--- src/rtl/alarm_pkg.sv ---
package alarm_pkg;

    // byte offsets of the register port
    localparam logic [7:0] OFF_LOAD  = 8'h20;
    localparam logic [7:0] OFF_CUR   = 8'h24;
    localparam logic [7:0] OFF_EN    = 8'h28;
    localparam logic [7:0] OFF_IE    = 8'h2C;
    localparam logic [7:0] OFF_STAT  = 8'h30;
    localparam logic [7:0] OFF_EN2   = 8'h44;
    localparam logic [7:0] OFF_IE2   = 8'h48;
    localparam logic [7:0] OFF_STAT2 = 8'h4C;
    localparam logic [7:0] OFF_WAKE  = 8'h50;

    // one-hot write selects produced by the decoder
    typedef struct packed {
        logic load;
        logic en;
        logic ie;
        logic stat;
        logic wake;
        logic en2;
        logic ie2;
    } wr_sel_t;

    // single-bit control flops
    typedef struct packed {
        logic en;
        logic ie;
        logic wake;
        logic en2;
        logic ie2;
    } ctrl_t;

endpackage

--- src/rtl/alarm_bus_decode.sv ---
module alarm_bus_decode
    import alarm_pkg::*;
#(
    parameter int ADDR_W = 8
) (
    input  logic              wr,
    input  logic [ADDR_W-1:0] addr,
    output wr_sel_t           sel
);

    always_comb begin
        sel      = '0;
        sel.load = wr && (addr == ADDR_W'(OFF_LOAD));
        sel.en   = wr && (addr == ADDR_W'(OFF_EN));
        sel.ie   = wr && (addr == ADDR_W'(OFF_IE));
        sel.stat = wr && (addr == ADDR_W'(OFF_STAT));
        sel.wake = wr && (addr == ADDR_W'(OFF_WAKE));
        sel.en2  = wr && (addr == ADDR_W'(OFF_EN2));
        sel.ie2  = wr && (addr == ADDR_W'(OFF_IE2));
    end

endmodule

--- src/rtl/alarm_ctrl_regs.sv ---
module alarm_ctrl_regs
    import alarm_pkg::*;
(
    input  logic    clk,
    input  logic    rst_n,
    input  wr_sel_t sel,
    input  logic    wbit,
    output ctrl_t   ctrl
);

    ctrl_t ctrl_d, ctrl_q;

    always_comb begin
        ctrl_d = ctrl_q;
        if (sel.en)   ctrl_d.en   = wbit;
        if (sel.ie)   ctrl_d.ie   = wbit;
        if (sel.wake) ctrl_d.wake = wbit;
        if (sel.en2)  ctrl_d.en2  = wbit;
        if (sel.ie2)  ctrl_d.ie2  = wbit;
    end

    always_ff @(posedge clk or negedge rst_n) begin
        if (!rst_n) ctrl_q <= '0;
        else        ctrl_q <= ctrl_d;
    end

    assign ctrl = ctrl_q;

endmodule

--- src/rtl/alarm_countdown.sv ---
module alarm_countdown #(
    parameter int DATA_W = 32
) (
    input  logic              clk,
    input  logic              rst_n,
    input  logic              tick,
    input  logic              run,
    input  logic              load_wr,
    input  logic              pend_clr,
    input  logic [DATA_W-1:0] wdata,
    output logic [DATA_W-1:0] load_val,
    output logic [DATA_W-1:0] cur_val,
    output logic              pend
);

    typedef struct packed {
        logic [DATA_W-1:0] load;
        logic [DATA_W-1:0] cur;
        logic              pend;
    } cnt_state_t;

    cnt_state_t st_d, st_q;
    logic       expire_d;

    always_comb begin
        st_d     = st_q;
        expire_d = 1'b0;
        if (load_wr) begin
            st_d.load = wdata;
            st_d.cur  = wdata;
        end else if (run && tick && (st_q.cur != '0)) begin
            st_d.cur = st_q.cur - DATA_W'(1);
            expire_d = (st_q.cur == DATA_W'(1));
        end
        // expiry wins over a simultaneous clear
        if (expire_d)      st_d.pend = 1'b1;
        else if (pend_clr) st_d.pend = 1'b0;
    end

    always_ff @(posedge clk or negedge rst_n) begin
        if (!rst_n) st_q <= '0;
        else        st_q <= st_d;
    end

    assign load_val = st_q.load;
    assign cur_val  = st_q.cur;
    assign pend     = st_q.pend;

endmodule

--- src/rtl/sec_countdown_alarm.sv ---
module sec_countdown_alarm
    import alarm_pkg::*;
#(
    parameter int ADDR_W = 8,
    parameter int DATA_W = 32
) (
    input  logic              clk,
    input  logic              rst_n,
    input  logic              tick_i,
    input  logic              bus_wr,
    input  logic [ADDR_W-1:0] bus_addr,
    input  logic [DATA_W-1:0] bus_wdata,
    output logic [DATA_W-1:0] bus_rdata,
    output logic              irq_o,
    output logic              wake_o
);

    localparam logic [DATA_W-1:0] BIT0 = DATA_W'(1);

    wr_sel_t           sel;
    ctrl_t             ctrl;
    logic [DATA_W-1:0] load_w;
    logic [DATA_W-1:0] cur_w;
    logic              pend_w;

    alarm_bus_decode #(.ADDR_W(ADDR_W)) u_dec (
        .wr   (bus_wr),
        .addr (bus_addr),
        .sel  (sel)
    );

    alarm_ctrl_regs u_ctrl (
        .clk   (clk),
        .rst_n (rst_n),
        .sel   (sel),
        .wbit  (bus_wdata[0]),
        .ctrl  (ctrl)
    );

    alarm_countdown #(.DATA_W(DATA_W)) u_cnt (
        .clk      (clk),
        .rst_n    (rst_n),
        .tick     (tick_i),
        .run      (ctrl.en),
        .load_wr  (sel.load),
        .pend_clr (sel.stat && bus_wdata[0]),
        .wdata    (bus_wdata),
        .load_val (load_w),
        .cur_val  (cur_w),
        .pend     (pend_w)
    );

    always_comb begin
        bus_rdata = '0;
        if      (bus_addr == ADDR_W'(OFF_LOAD))  bus_rdata = load_w;
        else if (bus_addr == ADDR_W'(OFF_CUR))   bus_rdata = cur_w;
        else if (bus_addr == ADDR_W'(OFF_EN))    bus_rdata = ctrl.en   ? BIT0 : '0;
        else if (bus_addr == ADDR_W'(OFF_IE))    bus_rdata = ctrl.ie   ? BIT0 : '0;
        else if (bus_addr == ADDR_W'(OFF_STAT))  bus_rdata = pend_w    ? BIT0 : '0;
        else if (bus_addr == ADDR_W'(OFF_EN2))   bus_rdata = ctrl.en2  ? BIT0 : '0;
        else if (bus_addr == ADDR_W'(OFF_IE2))   bus_rdata = ctrl.ie2  ? BIT0 : '0;
        else if (bus_addr == ADDR_W'(OFF_STAT2)) bus_rdata = '0;
        else if (bus_addr == ADDR_W'(OFF_WAKE))  bus_rdata = ctrl.wake ? BIT0 : '0;
    end

    assign irq_o  = pend_w & ctrl.ie;
    assign wake_o = pend_w & ctrl.wake;

endmodule

--- config.mk ---
export PLATFORM = sky130hd
export DESIGN_NAME = sec_countdown_alarm
export DESIGN_NICKNAME = d
export VERILOG_FILES = /design/src/rtl/alarm_pkg.sv /design/src/rtl/alarm_bus_decode.sv /design/src/rtl/alarm_ctrl_regs.sv /design/src/rtl/alarm_countdown.sv /design/src/rtl/sec_countdown_alarm.sv
export SDC_FILE = /design/constraint.sdc
export NUM_CORES = 1
export LEC_CHECK = 0
export BUFFER_PORTS_ARGS = -buffer_cell sky130_fd_sc_hd__buf_2
export CORE_MARGIN = 1
export CORE_UTILIZATION = 40
export DETAILED_ROUTE_END_ITERATION = 7
export PLACE_DENSITY = 0.7
export SYNTH_ARGS = -nofsm -noshare
export SYNTH_HDL_FRONTEND = slang
export SYNTH_SLANG_ARGS = --single-unit
--- constraint.sdc ---
create_clock -name clk -period 2.89 [get_ports clk]
set_input_delay 0.578 -clock clk [delete_from_list [all_inputs] [get_ports clk]]
set_output_delay 0.578 -clock clk [all_outputs]
set_load 0.005 [all_outputs]
Word level (Yosys, flattened, before mapping):

Index checks and enable logic that the tools add are counted.

* output and inout bits: 34
* word-level logic and storage cells: 55
* input bits: 44
* bits in registers: 70

* muxes and demuxes: 21
* reduce and logical (&&, ||, !) cells: 13
* bitwise logic cells: 2
* eq/ne operators: 10
* $add $sub $neg: 1

Operators by type and width (number)
* two-way mux 32 bit: 4
* equality test 8 x 6 -> 1 bit, second input constant: 5
* equality test 32 x 1 -> 1 bit, second input constant: 1
* equality test 8 x 7 -> 1 bit, second input constant: 4
* nonzero test 32 bit: 1
* subtractor 32 x 1 -> 32 bit, second input constant: 1
* two-way mux 1 bit: 17
* logical AND 1 bit: 10
* nonzero test 2 bit: 2
* AND 1 bit: 2

Depth between registers and ports, before layout:

* word-level depth: 10
* depth in mapped cells: 9
* gate-level depth less buffers: 8

By module:

Synthesis repeated with hierarchy kept, for this count alone.

* cells, all modules: 420
* area total of the unflattened synthesis: 4037.6 sq um

Modules (own cells, without submodules)
* alarm_countdown: cells each 338, times used 1, seq. area each 1626.6 sq um, area an instance 3210.6 sq um
* sec_countdown_alarm: cells each 58, times used 1, seq. area each 0.0 sq um, area an instance 529.3 sq um
* alarm_ctrl_regs: cells each 10, times used 1, seq. area each 125.1 sq um, area an instance 200.2 sq um
* alarm_bus_decode: cells each 14, times used 1, seq. area each 0.0 sq um, area an instance 97.6 sq um

Worst setup path before layout:

OpenSTA, ideal clock, no wires.

* kind: input port to output port
* start point: input bus_addr[6]
* end point: output bus_rdata[8]
* buffers on the path: 2
* cell stages on the path: 6
* arrival time: 1935 ps
* data required time: 2312 ps
* setup slack: 377 ps
* cells stage by stage: nand2b_1 -> nor3_1 -> and3_1 -> clkbuf_1 -> clkbuf_1 -> a22o_2

* cells in the longest elaborated chain, start to end: 3
* elaborated cells between the ends (all ways): 4
* classes of those cells: eq/ne: 2; mux: 2

RTL lines
* start: declaration: RTL line sec_countdown_alarm.sv:11 `input logic [ADDR_W-1:0] bus_addr,`
* equality test 8 x 6 -> 1 bit: RTL line sec_countdown_alarm.sv:56 `else if (bus_addr == ADDR_W'(OFF_CUR)) bus_rdata = cur_w;`
* two-way mux 32 bit: RTL line sec_countdown_alarm.sv:56
* two-way mux 32 bit (*): RTL line sec_countdown_alarm.sv:55 `if (bus_addr == ADDR_W'(OFF_LOAD)) bus_rdata = load_w;`
* end: declaration: RTL line sec_countdown_alarm.sv:13 `output logic [DATA_W-1:0] bus_rdata,`

Mark *: on every way between the ends. The rest lies on a longest branch, timed or not.

Final worst setup path:

* start point: register u_cnt.st_q, in the netlist u_cnt.cur_val[10]
* end point: register u_cnt.st_q, in the netlist u_cnt.cur_val[25]

* cells in the longest elaborated chain, start to end: 3
* elaborated cells between the ends (all ways): 6
* classes of those cells: add/sub: 1; mux: 2; reduce/logical: 3

RTL lines
* start: declaration: RTL line alarm_countdown.sv:22 `cnt_state_t st_d, st_q;`
* start signal: assignment: RTL line alarm_countdown.sv:42 `else st_q <= st_d;`
* subtractor 32 x 1 -> 32 bit / nonzero test 32 bit (equally long branches): RTL line alarm_countdown.sv:32, alarm_countdown.sv:31
* two-way mux 32 bit / logical AND 1 bit (equally long branches): RTL line alarm_countdown.sv:31 `end else if (run && tick && (st_q.cur != '0)) begin`
* two-way mux 32 bit / nonzero test 2 bit (equally long branches)

Parallel ways exist; a longest one is shown, timed or not. The select of a mux whose other input is x is not followed.
A chain may end at the register's enable or synchronous reset.

==> key figures <==
Floorplanning
  • Core box area: 9200 sq um
  • Die area: 9820 sq um
  • Row count: 35
  • Io pins: 78
  • Die Width: 99.1 um
  • Initial Util: 0.410
  • Die Ht: 99.1 um

Status
  • Status: completed

STA
  • Final Hold Fails: 0
  • Setup Skew: 10.0 ps
  • Crit path time final: 2600 ps
  • Peak Freq: 0.384 GHz
  • Final setup vio count: 0
  • Rel. slew slack: 0.575
  • Tcrit/Tclk final: 0.900
  • Max-slew violation count: 0
  • Least-Margin Pin Slew: 635 ps
  • RSZ-0062 raised after global routing: no
  • Total negative slack: 0 ps

Global route
  • GRT Total Usage: 0.209
  • Overflow after GRT: 0
  • First-pass GRT wire length: 16,200 um
  • Largest net degree at the start of global routing: 46
  • Vias in the first global route: 3,310
  • Initial antenna violation count: 0

Critical path
  • Most used cell, CP: nor4_1
  • CP max stage cell: nand4b_1
  • Critical path fanouts, max: 11
  • Worst Setup Start Kind: flip-flop
  • CP arrival: 2810 ps
  • Slowest stage delay, CP: 530 ps
  • Worst-path cell chain: nor4_1 -> and3_1 -> nand4b_1 -> nor4_1 -> xnor2_1 -> o21ai_0
  • Crit Path Class: flip-flop to flip-flop
  • CP required: approximately 3100 ps
  • Buffers and inverters on the worst path: 0
  • Crit. End Element: flip-flop
  • Top Family by Delay on Critical Path: simple AND/OR/NAND/NOR gates

Clocking
  • PostCTS Resize Cnt: 0
  • Clock Latency Late Sink: between 300 and 400 ps
  • Root buf cell: clkbuf_8
  • Clock buffer depth: 2
  • Clock Sinks: 70
  • CTS tree: built
  • Setup Buffers After CTS: 0
  • Worst-path clk slew: 70 ps
  • CTS buffer count: 9
  • H-tree depth: 3
  • Hold Buf Count CTS: 0

Yosys
  • Yosys cell types: between 40 and 50
  • Top cells by area, synth: dfrtp_1, nand2_1, a22o_1
  • Yosys reg bits: 70
  • Synth warnings: 0
  • Post-Synthesis Cell Area: 3770 sq um
  • Post-synth top flop: dfrtp_1
  • Mapped Nets: 460
  • Post-synth ARST share: 1.00
  • Synth top area share: 0.465
  • Post-synth EDFFs: 0
  • Synth area leader: dfrtp_1
  • Avg Inst Size Synth: slightly above 9 sq um
  • Cells after Synth: just over 400
  • Sequential fraction of the synthesis area: 0.465

Power
  • Pwr/cell area: slightly below 700 nW/um^2
  • Clock Power Share: 0.288
  • Seq pwr share: 0.458
  • Internal: 0.00204 W
  • Static Leak: approximately 2.2 nW
  • Worst IR Drop VDD: 335 uV
  • Gate power share: 0.254
  • Sw Ratio: 0.341
  • Psw: 0.00105 W

Layout
  • Area occupied by registers: 1750 sq um
  • Share of layout cells above drive strength 1: 0.249
  • Commonest non-fill, non-tap cell in the layout: nand2_1
  • Net count, final: 540
  • Number of diodes: 0
  • Synth-to-Final Area Change: 20.6%
  • Most frequent cells in the layout: nand2_1, buf_2, dfrtp_1
  • Final instance area: 4550 sq um
  • Fill cell total of the finished layout: 901
  • Multi-input logic area: roughly 1900 sq um

Drt
  • Remaining antenna violation count after routing: 0
  • Detailed-route vias per instance: 5.42
  • Drt drc: 0
  • TritonRoute pass-1 iters: 4
  • Routed WL: 9470 um
  • Initial DRC count: 155
  • Vias after detailed routing: 3,298
  • DR WL/cell: 15.6 um

Flow run
  • Max Cap Viol: 0

Placement
  • Placer congestion estimate: 0.797
  • Placement Cell Area: 4320 sq um
  • Detailed Place HPWL: 6780 um
  • Port buffer count: 77

Hold path
  • HP Class: input port to asynchronous set/reset pin
-- worst reg2reg max path: stages, from the launching register on --
cell and delay, ps:
dfrtp_1 440, nor4_1 430, and3_1 300, nand4b_1 530, nor4_1 500, xnor2_1 160
o21ai_0 110
-- stage by stage --
step	cells	setup WS, ps	hold slack, ps	power (W)	utilization
6_report	608	289	226	0.00309	0.495
5_1_grt	608	36.2	255	0.00327	0.495
4_1_cts	608	52.4	235	0.00311	0.494
3_5_place_dp	593	49.3	456	0.00221	0.470
3_3_place_gp	593	136	450	0.00218	0.470
2_1_floorplan	413	377	282	0.00196	-
-- layer usage --
layer  GRT usage  part of all wire  wire length (um)
met1       0.283              0.46              4330
met2       0.337              0.47              4490
met3      0.0496             0.059               556
met4      0.0577            0.0095                90
met5           0                 0                 0
-- cells in the mapped netlist, drive strengths merged (2+ instances only) --
cell type  number
a21oi           8
a22o           32
and2            4
and3            5
buf             5
clkbuf         16
dfrtp          70
ha              3
inv             3
mux2            6
nand2         110
nand3          11
nand3b          2
nor2           22
nor3           15
nor4           15
nor4b           2
o211ai          2
o21ai          26
o31ai           2
or3             8
or4             5
xnor2          25
-- power by group through the flow --
stage	Sequential (W)	Clock [W]	Combinational (W)
after floorplan	0.00136	0	0.000609
after global placement	0.00142	0	0.000758
after detailed placement	0.00143	0	0.000781
after CTS	0.00141	0.000910	0.000788
after global routing	0.00145	0.000951	0.000877
final	0.00141	0.000890	0.000786
-- state kept, by name (all words and copies together) (netlist names) --
signal / count
u_cnt.cur_val: 32
u_cnt.load_val: 32
u_ctrl.ctrl: 5
u_cnt.pend: 1
-- path summary, 6_finish.rpt --
path | from | end | slack (ps) | cells after the start
hold / removal | rst_n | u_cnt.load_val[7] | 230 | 1
hold reg to reg | u_cnt.load_val[7] | u_cnt.load_val[7] | 470 | 2
min in group clk | bus_wdata[23] | u_cnt.load_val[23] | 440 | 3
setup reg to reg | u_cnt.cur_val[10] | u_cnt.cur_val[25] | 290 | 6
max in group asynchronous | rst_n | u_cnt.load_val[29] | 2010 | 2
setup / recovery | u_cnt.cur_val[10] | u_cnt.cur_val[25] | 290 | 6
-- logic make-up after synthesis --
family / Yosys count / synth area share
flip-flops: 70 / 0.465
adder cells (fa/ha/maj): 3 / 0.00996
AO/OA/AOI/OAI: 77 / 0.144
XOR/XNOR: 25 / 0.0581
multiplexers: 7 / 0.0206
AND/OR/NAND/NOR: 207 / 0.275
buffers and inverters: 24 / 0.0282
-- final cells by class --
class,instances,share of cell area
clock buffer,11,0.0333
sequential,70,0.385
timing repair buffer,90,0.112
tap,111,0.0305
clock inverter,4,0.0154
multi-input combinational,319,0.421
inverter,3,0.00248
No activity file was read; power rests on OpenSTA's default activity.
